## src/rtl/bip8_pkg.sv

```systemverilog
package bip8_pkg;

  localparam int BYTE_W = 8;
  localparam int NIB_W  = 4;
  localparam int REI_MAX_ERRS = 8;

  function automatic logic [NIB_W-1:0] ones8(input logic [BYTE_W-1:0] v);
    logic [NIB_W-1:0] n;
    n = '0;
    for (int i = 0; i < BYTE_W; i++) begin
      n = n + {{(NIB_W-1){1'b0}}, v[i]};
    end
    return n;
  endfunction

endpackage

```

## src/rtl/bip8_accum.sv

```systemverilog
module bip8_accum
  import bip8_pkg::*;
(
  input  logic              clk,
  input  logic              rst_n,
  input  logic              take,
  input  logic              align_lost,
  input  logic              spe_start,
  input  logic [BYTE_W-1:0] data,
  output logic [BYTE_W-1:0] ref_par,
  output logic              ref_ok
);

  logic [BYTE_W-1:0] acc_q;
  logic [BYTE_W-1:0] prev_q;
  logic              in_spe_q;
  logic              prev_ok_q;

  // The reference for a B3 byte that is itself the start byte is the
  // total still sitting in the accumulator.
  always_comb begin
    if (spe_start) begin
      ref_par = acc_q;
      ref_ok  = in_spe_q;
    end else begin
      ref_par = prev_q;
      ref_ok  = prev_ok_q;
    end
  end

  always_ff @(posedge clk) begin
    if (!rst_n) begin
      acc_q     <= '0;
      prev_q    <= '0;
      in_spe_q  <= 1'b0;
      prev_ok_q <= 1'b0;
    end else if (align_lost) begin
      in_spe_q  <= 1'b0;
      prev_ok_q <= 1'b0;
    end else if (take) begin
      if (spe_start) begin
        prev_q    <= acc_q;
        prev_ok_q <= in_spe_q;
        acc_q     <= data;
        in_spe_q  <= 1'b1;
      end else if (in_spe_q) begin
        acc_q <= acc_q ^ data;
      end
    end
  end

  AST_START_ARMS: assert property (@(posedge clk) disable iff (!rst_n)
    (take && spe_start && !align_lost) |=> in_spe_q);
  AST_ALIGN_FORGETS: assert property (@(posedge clk) disable iff (!rst_n)
    align_lost |=> (!prev_ok_q && !in_spe_q));

endmodule

```

## src/rtl/bip8_sat_counter.sv

```systemverilog
module bip8_sat_counter #(
  parameter int CNT_W = 16,
  parameter int INC_W = 4
) (
  input  logic             clk,
  input  logic             rst_n,
  input  logic [INC_W-1:0] inc,
  input  logic             snap,
  output logic [CNT_W-1:0] cnt,
  output logic [CNT_W-1:0] snap_val
);

  localparam logic [CNT_W-1:0] CNT_MAX = {CNT_W{1'b1}};

  logic [CNT_W-1:0] cnt_q;
  logic [CNT_W-1:0] snap_q;
  logic [CNT_W-1:0] base;
  logic [CNT_W:0]   sum;
  logic [CNT_W-1:0] next_cnt;

  always_comb begin
    base = snap ? '0 : cnt_q;
    sum  = {1'b0, base} + {{(CNT_W+1-INC_W){1'b0}}, inc};
    next_cnt = sum[CNT_W] ? CNT_MAX : sum[CNT_W-1:0];
  end

  always_ff @(posedge clk) begin
    if (!rst_n) begin
      cnt_q  <= '0;
      snap_q <= '0;
    end else begin
      cnt_q <= next_cnt;
      if (snap) snap_q <= cnt_q;
    end
  end

  assign cnt      = cnt_q;
  assign snap_val = snap_q;

  AST_NO_OVERFLOW: assert property (@(posedge clk) disable iff (!rst_n)
    (cnt_q == CNT_MAX && !snap) |=> cnt_q == CNT_MAX);
  AST_NO_WRAP: assert property (@(posedge clk) disable iff (!rst_n)
    !snap |=> cnt_q >= $past(cnt_q));
  AST_SNAP_CAPTURE: assert property (@(posedge clk) disable iff (!rst_n)
    snap |=> snap_q == $past(cnt_q));

endmodule

```

## src/rtl/bip8_sticky_irq.sv

```systemverilog
module bip8_sticky_irq (
  input  logic clk,
  input  logic rst_n,
  input  logic set,
  input  logic clr,
  input  logic en,
  output logic status,
  output logic irq_n
);

  logic status_q;

  always_ff @(posedge clk) begin
    if (!rst_n)   status_q <= 1'b0;
    else if (set) status_q <= 1'b1;
    else if (clr) status_q <= 1'b0;
  end

  assign status = status_q;
  assign irq_n  = ~(status_q & en);

  AST_SET_STICKS: assert property (@(posedge clk) disable iff (!rst_n)
    set |=> status_q);
  AST_HOLD_WITHOUT_CLEAR: assert property (@(posedge clk) disable iff (!rst_n)
    (status_q && !clr) |=> status_q);

endmodule

```

## src/rtl/path_bip8_monitor.sv

```systemverilog
module path_bip8_monitor
  import bip8_pkg::*;
#(
  parameter int CNT_W = 16
) (
  input  logic             clk,
  input  logic             rst_n,
  input  logic             in_valid,
  output logic             in_ready,
  input  logic [7:0]       in_data,
  input  logic             in_spe_start,
  input  logic             in_b3_mark,
  input  logic             in_g1_mark,
  input  logic             align_lost,
  input  logic             b3_per_spe,
  input  logic             rei_per_spe,
  input  logic             irq_en,
  input  logic             status_rd,
  input  logic             cnt_snap,
  output logic [CNT_W-1:0] b3_cnt,
  output logic [CNT_W-1:0] rei_cnt,
  output logic [CNT_W-1:0] b3_snap,
  output logic [CNT_W-1:0] rei_snap,
  output logic [3:0]       rei_tx,
  output logic             rei_tx_valid,
  output logic             b3_status,
  output logic             irq_n
);

  localparam logic [NIB_W-1:0] NIB_LIMIT = NIB_W'(REI_MAX_ERRS);

  logic              ready_q;
  logic              take;
  logic [BYTE_W-1:0] ref_par;
  logic              ref_ok;
  logic [BYTE_W-1:0] mism;
  logic [NIB_W-1:0]  nbits;
  logic              chk_fire;
  logic              any_err;
  logic [NIB_W-1:0]  b3_inc;
  logic [NIB_W-1:0]  far_nib;
  logic [NIB_W-1:0]  rei_inc;
  logic [NIB_W-1:0]  tx_val;
  logic [3:0]        tx_q;
  logic              tx_v_q;

  always_ff @(posedge clk) begin
    if (!rst_n) ready_q <= 1'b0;
    else        ready_q <= 1'b1;
  end
  assign in_ready = ready_q;

  assign take = in_valid & ready_q & ~align_lost;

  bip8_accum u_accum (
    .clk        (clk),
    .rst_n      (rst_n),
    .take       (take),
    .align_lost (align_lost),
    .spe_start  (in_spe_start),
    .data       (in_data),
    .ref_par    (ref_par),
    .ref_ok     (ref_ok)
  );

  always_comb begin
    mism     = in_data ^ ref_par;
    nbits    = ones8(mism);
    any_err  = |mism;
    chk_fire = take & in_b3_mark & ref_ok;
    tx_val   = b3_per_spe ? {{(NIB_W-1){1'b0}}, any_err} : nbits;
    b3_inc   = chk_fire ? tx_val : '0;
    far_nib  = in_data[7:4];
    rei_inc  = '0;
    if (take && in_g1_mark && far_nib <= NIB_LIMIT) begin
      rei_inc = rei_per_spe ? {{(NIB_W-1){1'b0}}, (far_nib != '0)} : far_nib;
    end
  end

  always_ff @(posedge clk) begin
    if (!rst_n) begin
      tx_q   <= '0;
      tx_v_q <= 1'b0;
    end else begin
      tx_v_q <= chk_fire;
      if (chk_fire) tx_q <= tx_val;
    end
  end
  assign rei_tx       = tx_q;
  assign rei_tx_valid = tx_v_q;

  bip8_sat_counter #(.CNT_W(CNT_W), .INC_W(NIB_W)) u_b3_cnt (
    .clk      (clk),
    .rst_n    (rst_n),
    .inc      (b3_inc),
    .snap     (cnt_snap),
    .cnt      (b3_cnt),
    .snap_val (b3_snap)
  );

  bip8_sat_counter #(.CNT_W(CNT_W), .INC_W(NIB_W)) u_rei_cnt (
    .clk      (clk),
    .rst_n    (rst_n),
    .inc      (rei_inc),
    .snap     (cnt_snap),
    .cnt      (rei_cnt),
    .snap_val (rei_snap)
  );

  bip8_sticky_irq u_irq (
    .clk    (clk),
    .rst_n  (rst_n),
    .set    (chk_fire & any_err),
    .clr    (status_rd),
    .en     (irq_en),
    .status (b3_status),
    .irq_n  (irq_n)
  );

  AST_READY_AFTER_RESET: assert property (@(posedge clk) disable iff (!rst_n)
    1'b1 |=> in_ready);
  AST_TX_BOUNDED: assert property (@(posedge clk) disable iff (!rst_n)
    rei_tx_valid |-> rei_tx <= 4'd8);
  AST_TX_PER_SPE: assert property (@(posedge clk) disable iff (!rst_n)
    (rei_tx_valid && $past(b3_per_spe)) |-> rei_tx <= 4'd1);
  AST_NO_REF_NO_TX: assert property (@(posedge clk) disable iff (!rst_n)
    (take && in_b3_mark && !ref_ok) |=> !rei_tx_valid);

endmodule

```

## config.mk

```make
export PLATFORM = sky130hd
export DESIGN_NAME = path_bip8_monitor
export DESIGN_NICKNAME = d
export VERILOG_FILES = /design/src/rtl/bip8_pkg.sv /design/src/rtl/bip8_accum.sv /design/src/rtl/bip8_sat_counter.sv /design/src/rtl/bip8_sticky_irq.sv /design/src/rtl/path_bip8_monitor.sv
export SDC_FILE = /design/constraint.sdc
export NUM_CORES = 1
export LEC_CHECK = 0
export BUFFER_PORTS_ARGS = -buffer_cell sky130_fd_sc_hd__buf_2
export CELL_PAD_IN_SITES_DETAIL_PLACEMENT = 1
export CELL_PAD_IN_SITES_GLOBAL_PLACEMENT = 1
export CORE_UTILIZATION = 25
export DETAILED_ROUTE_END_ITERATION = 12
export PLACE_DENSITY = 0.53
export SLEW_MARGIN = 5
export SYNTH_ARGS = -nofsm -noshare
export SYNTH_HDL_FRONTEND = slang
export SYNTH_SLANG_ARGS = --single-unit
```

## constraint.sdc

```tcl
create_clock -name clk -period 7.8 [get_ports clk]
set_input_delay 1.56 -clock clk [delete_from_list [all_inputs] [get_ports clk]]
set_output_delay 1.56 -clock clk [all_outputs]
set_load 0.02 [all_outputs]
```

==> out/summary.txt <==
Final core utilization: 0.314
Mapped Area: 4360 um2
WP data required: 8.01 ns
Total leakage power: 2.32 nW
Worst Setup Path Type: primary input to register
# hold bufs at CTS: 0
Post-cts resize count: 0
Hold WC Path Type: register to register
CTS Root Cell: clkbuf_16
WP buf/inv: 4
PortBufs: 91
Clock Pin Slew Worst Setup and Hold Paths: 0.06 ns
Vias in the first global route: 3822
First-pass GRT wire length: 19300 um
P&R area growth vs syn: 20.8%
CTS Buffer Depth: 2
Hold endpoint: u_accum.prev_q[6]$_SDFFE_PN0P_
GP Congestion: 0.717
Max incr delay on CP: 0.55 ns
RSZ-0062 raised after global routing: false
# DRC: 0
Crit path max fanout: 12
Slowest cell on crit path: fa_1
DRT Wirelength: 11500 um
Die span in x: 134 um
Chip height: 134 um
WL/cell: 14.7 um
Asr flop ratio synth: 0
FF-to-FF End: u_b3_cnt.cnt[15]$_SDFF_PN0_
DRT Pass-1 Iters: 4
Final setup viols: 0
H-tree depth: 3
Slew HR: 0.401
Most frequent CP cell: fa_1
Power Dens Cells: 180 nW/um2
Via/cell ratio: 4.61
Main synth FF type: dfxtp_1
CTS tree: built
CP top delay family: adder cells
Antenna violations before repair: 0
Clock Sinks: 89
Largest net degree at the start of global routing: 42
YS warnings: 0
Slew @ Worst Pin: 0.895 ns
DP HPWL: 8240 um
Slew Limit Fails: 0
FF/Latch Area: 1780 um2
Critical R2R Launch: u_accum.acc_q[0]$_SDFFE_PN0P_
Peak supply drop: 0.0967 mV
R2R Setup Slk: 2.84 ns
Placeable Area: 16800 um2
Syn Nets: 518
Gr usage total: 0.136
Hold Path Depth: 2
Postcts setup bufs: 0
Std-Cell Rows: 47
Startpoint Class: primary input
Setup_tns: 0 ns
Number of synthesized flops with an enable pin: 0
Top achievable clock speed: 160 MHz
Min Tclk post-route: 6.24 ns
Clock skew: 0.00815 ns
Fin crit share: 0.800
Max-cap check violation count: 0
Worst skew pair latency: 0.35 ns
Die Area: 18000 um2
Hold wc startpoint: u_accum.prev_q[6]$_SDFFE_PN0P_
Top Ports: 92
Cell variety after synth: 49
CTS buffer count: 9
Seq/Total Area, Yosys: 0.408
R2R cell count: 17
Synthesis-stage register bit count: 89
Routed Antenna Nets: 0
1st-iter DRT viols: 88
Worst path cell trace: buf_2 > mux2i_1 > xor2_1 > fa_1 > inv_1 > fa_1 > inv_1 > fa_1 > inv_1 > ha_1 > fa_1 > nor3b_1 > ha_1 > a211oi_1 > o21bai_1 > nand3_1 > nor4b_1 > nor3_1
Fillers: 2007
Nature of the critical path endpoint: register
Via count: 3616
Antenna diodes: 0
Footprint of the multi-input gates: 2410 um2
Synthesized area per cell: 9.09 um2
WP data arrival: 6.45 ns
Starting Density: 0.259
Outcome: finished, final reports clean
Layout cells sized above 1: 0.227
Final Hold Viols: 0
Gr ovfl total: 0
Final #Nets: 599
Mapped Cells: 480
==> synthesized netlist by cell type, types with 2 or more instances <==
library cell | n | share of area
nand2_1 | 58 | 0.050
o311a_1 | 3 | 0.0069
xnor2_1 | 24 | 0.048
a21o_1 | 2 | 0.0034
nor2_1 | 58 | 0.050
nor3_1 | 7 | 0.0080
o21a_1 | 14 | 0.024
nor4b_1 | 2 | 0.0040
clkbuf_1 | 14 | 0.012
nand3_1 | 10 | 0.011
nand2_2 | 2 | 0.0029
buf_6 | 3 | 0.0077
xor2_1 | 9 | 0.018
o2bb2ai_1 | 2 | 0.0040
nand3b_1 | 2 | 0.0034
inv_1 | 13 | 0.011
nand4_1 | 5 | 0.0072
a21oi_1 | 21 | 0.024
nor3b_1 | 2 | 0.0034
a31oi_1 | 2 | 0.0029
nand4b_1 | 2 | 0.0040
buf_2 | 5 | 0.0057
mux2i_1 | 42 | 0.096
and3_1 | 4 | 0.0057
nand2b_1 | 3 | 0.0043
o21ai_0 | 7 | 0.0080
a21oi_2 | 11 | 0.022
fa_1 | 6 | 0.028
a211oi_1 | 4 | 0.0069
dfxtp_1 | 89 | 0.41
ha_1 | 12 | 0.034
o21bai_1 | 2 | 0.0034
o31a_1 | 2 | 0.0040
and2_1 | 7 | 0.010
nor2b_1 | 17 | 0.024
==> kinds of logic (layout without fill, tap and decap cells) <==
kind of cell / Yosys count / after routing / share of synthesized area
AO/OA/AOI/OAI: 73 / 73 / 0.115
XOR/XNOR: 33 / 33 / 0.0662
adder cells (fa/ha/maj): 18 / 18 / 0.0619
buffers and inverters: 36 / 121 / 0.0384
flip-flops: 89 / 89 / 0.408
multiplexers: 43 / 43 / 0.0989
AND/OR/NAND/NOR: 188 / 188 / 0.211
==> report_power, final <==
group	internal [W]	leakage [nW]	total [W]	switching, W
combinational	0.0000274	1.47	0.0000720	0.0000446
clock	0.000240	0.138	0.000422	0.000182
sequential	0.000456	0.717	0.000457	0.00000105
total	0.000724	2.32	0.000951	0.000228
==> metrics by stage <==
stage / hold slack, ns / setup slack [ns] / total power (W) / instances / cell area [um2]
after floorplan: 0.432 / 1.76 / 0.000520 / 480 / 4360
after global placement: 0.440 / 1.27 / 0.000540 / 770 / 4990
after detailed placement: 0.446 / 1.11 / 0.000541 / 770 / 4990
after CTS: 0.455 / 1.47 / 0.000972 / 785 / 5270
after global routing: 0.465 / 1.15 / 0.00100 / 785 / 5270
final: 0.453 / 1.56 / 0.000951 / 785 / 5270
==> per-layer routing <==
metal / wire (um) / track usage / share of wire / up-vias
met5: 0 / 0 / 0 / -
met4: 129 / 0.0481 / 0.011 / 0
met3: 386 / 0.0310 / 0.034 / 9
met2: 5280 / 0.220 / 0.46 / 61
met1: 5710 / 0.176 / 0.50 / 1762
li1: - / - / - / 1784
==> worst min-delay path, stage by stage, from the launching register on <==
cell and delay, ns:
dfxtp_1 0.31, nand2_1 0.05, a21oi_1 0.05
==> flip-flops by register name, summed over array words and instances, names as in the netlist <==
name / cells
u_b3_cnt.cnt: 16
u_b3_cnt.snap_val: 16
u_rei_cnt.cnt: 16
u_rei_cnt.snap_val: 16
u_accum.acc_q: 8
u_accum.prev_q: 8
rei_tx: 4
in_ready: 1
rei_tx_valid: 1
u_accum.in_spe_q: 1
u_accum.prev_ok_q: 1
u_irq.status: 1
==> layout by cell type (no fill, tap or decap), types with 3 or more instances in the layout <==
cell | synthesis | routed
nand2_1 | 58 | 58
a211oi_1 | 4 | 4
nand3_1 | 10 | 10
and2_1 | 7 | 7
dfxtp_1 | 89 | 89
mux2i_1 | 42 | 42
nor3_1 | 7 | 7
o21a_1 | 14 | 14
clkbuf_8 | 0 | 3
o311a_1 | 3 | 3
buf_2 | 5 | 91
nor2_1 | 58 | 58
nor2b_1 | 17 | 17
a21oi_1 | 21 | 21
nand4_1 | 5 | 5
and3_1 | 4 | 4
nand2b_1 | 3 | 3
o21ai_0 | 7 | 7
fa_1 | 6 | 6
inv_1 | 13 | 12
a21oi_2 | 11 | 11
ha_1 | 12 | 12
xnor2_1 | 24 | 24
xor2_1 | 9 | 9
clkbuf_16 | 0 | 9
==> final cells by class <==
type | instances | area share
clock buffer | 13 | 0.0512
clock inverter | 2 | 0.00237
inverter | 13 | 0.00925
multi-input combinational | 355 | 0.458
sequential | 89 | 0.338
tap | 220 | 0.0522
timing repair buffer | 93 | 0.0892
==> worst max path at each step <==
| stage | cells past startpoint | end | start |
|---|---|---|---|
| 3_3_place_gp | 18 | u_b3_cnt.cnt[15]$_SDFF_PN0_ | in_spe_start |
| 5_1_grt | 18 | u_b3_cnt.cnt[15]$_SDFF_PN0_ | in_spe_start |
| 6_report | 18 | u_b3_cnt.cnt[15]$_SDFF_PN0_ | in_spe_start |
| 2_1_floorplan | 18 | u_b3_cnt.cnt[15]$_SDFF_PN0_ | in_spe_start |
| 3_5_place_dp | 18 | u_b3_cnt.cnt[15]$_SDFF_PN0_ | in_spe_start |
| 4_1_cts | 18 | u_b3_cnt.cnt[15]$_SDFF_PN0_ | in_spe_start |
(Power assumes the default switching activity.)
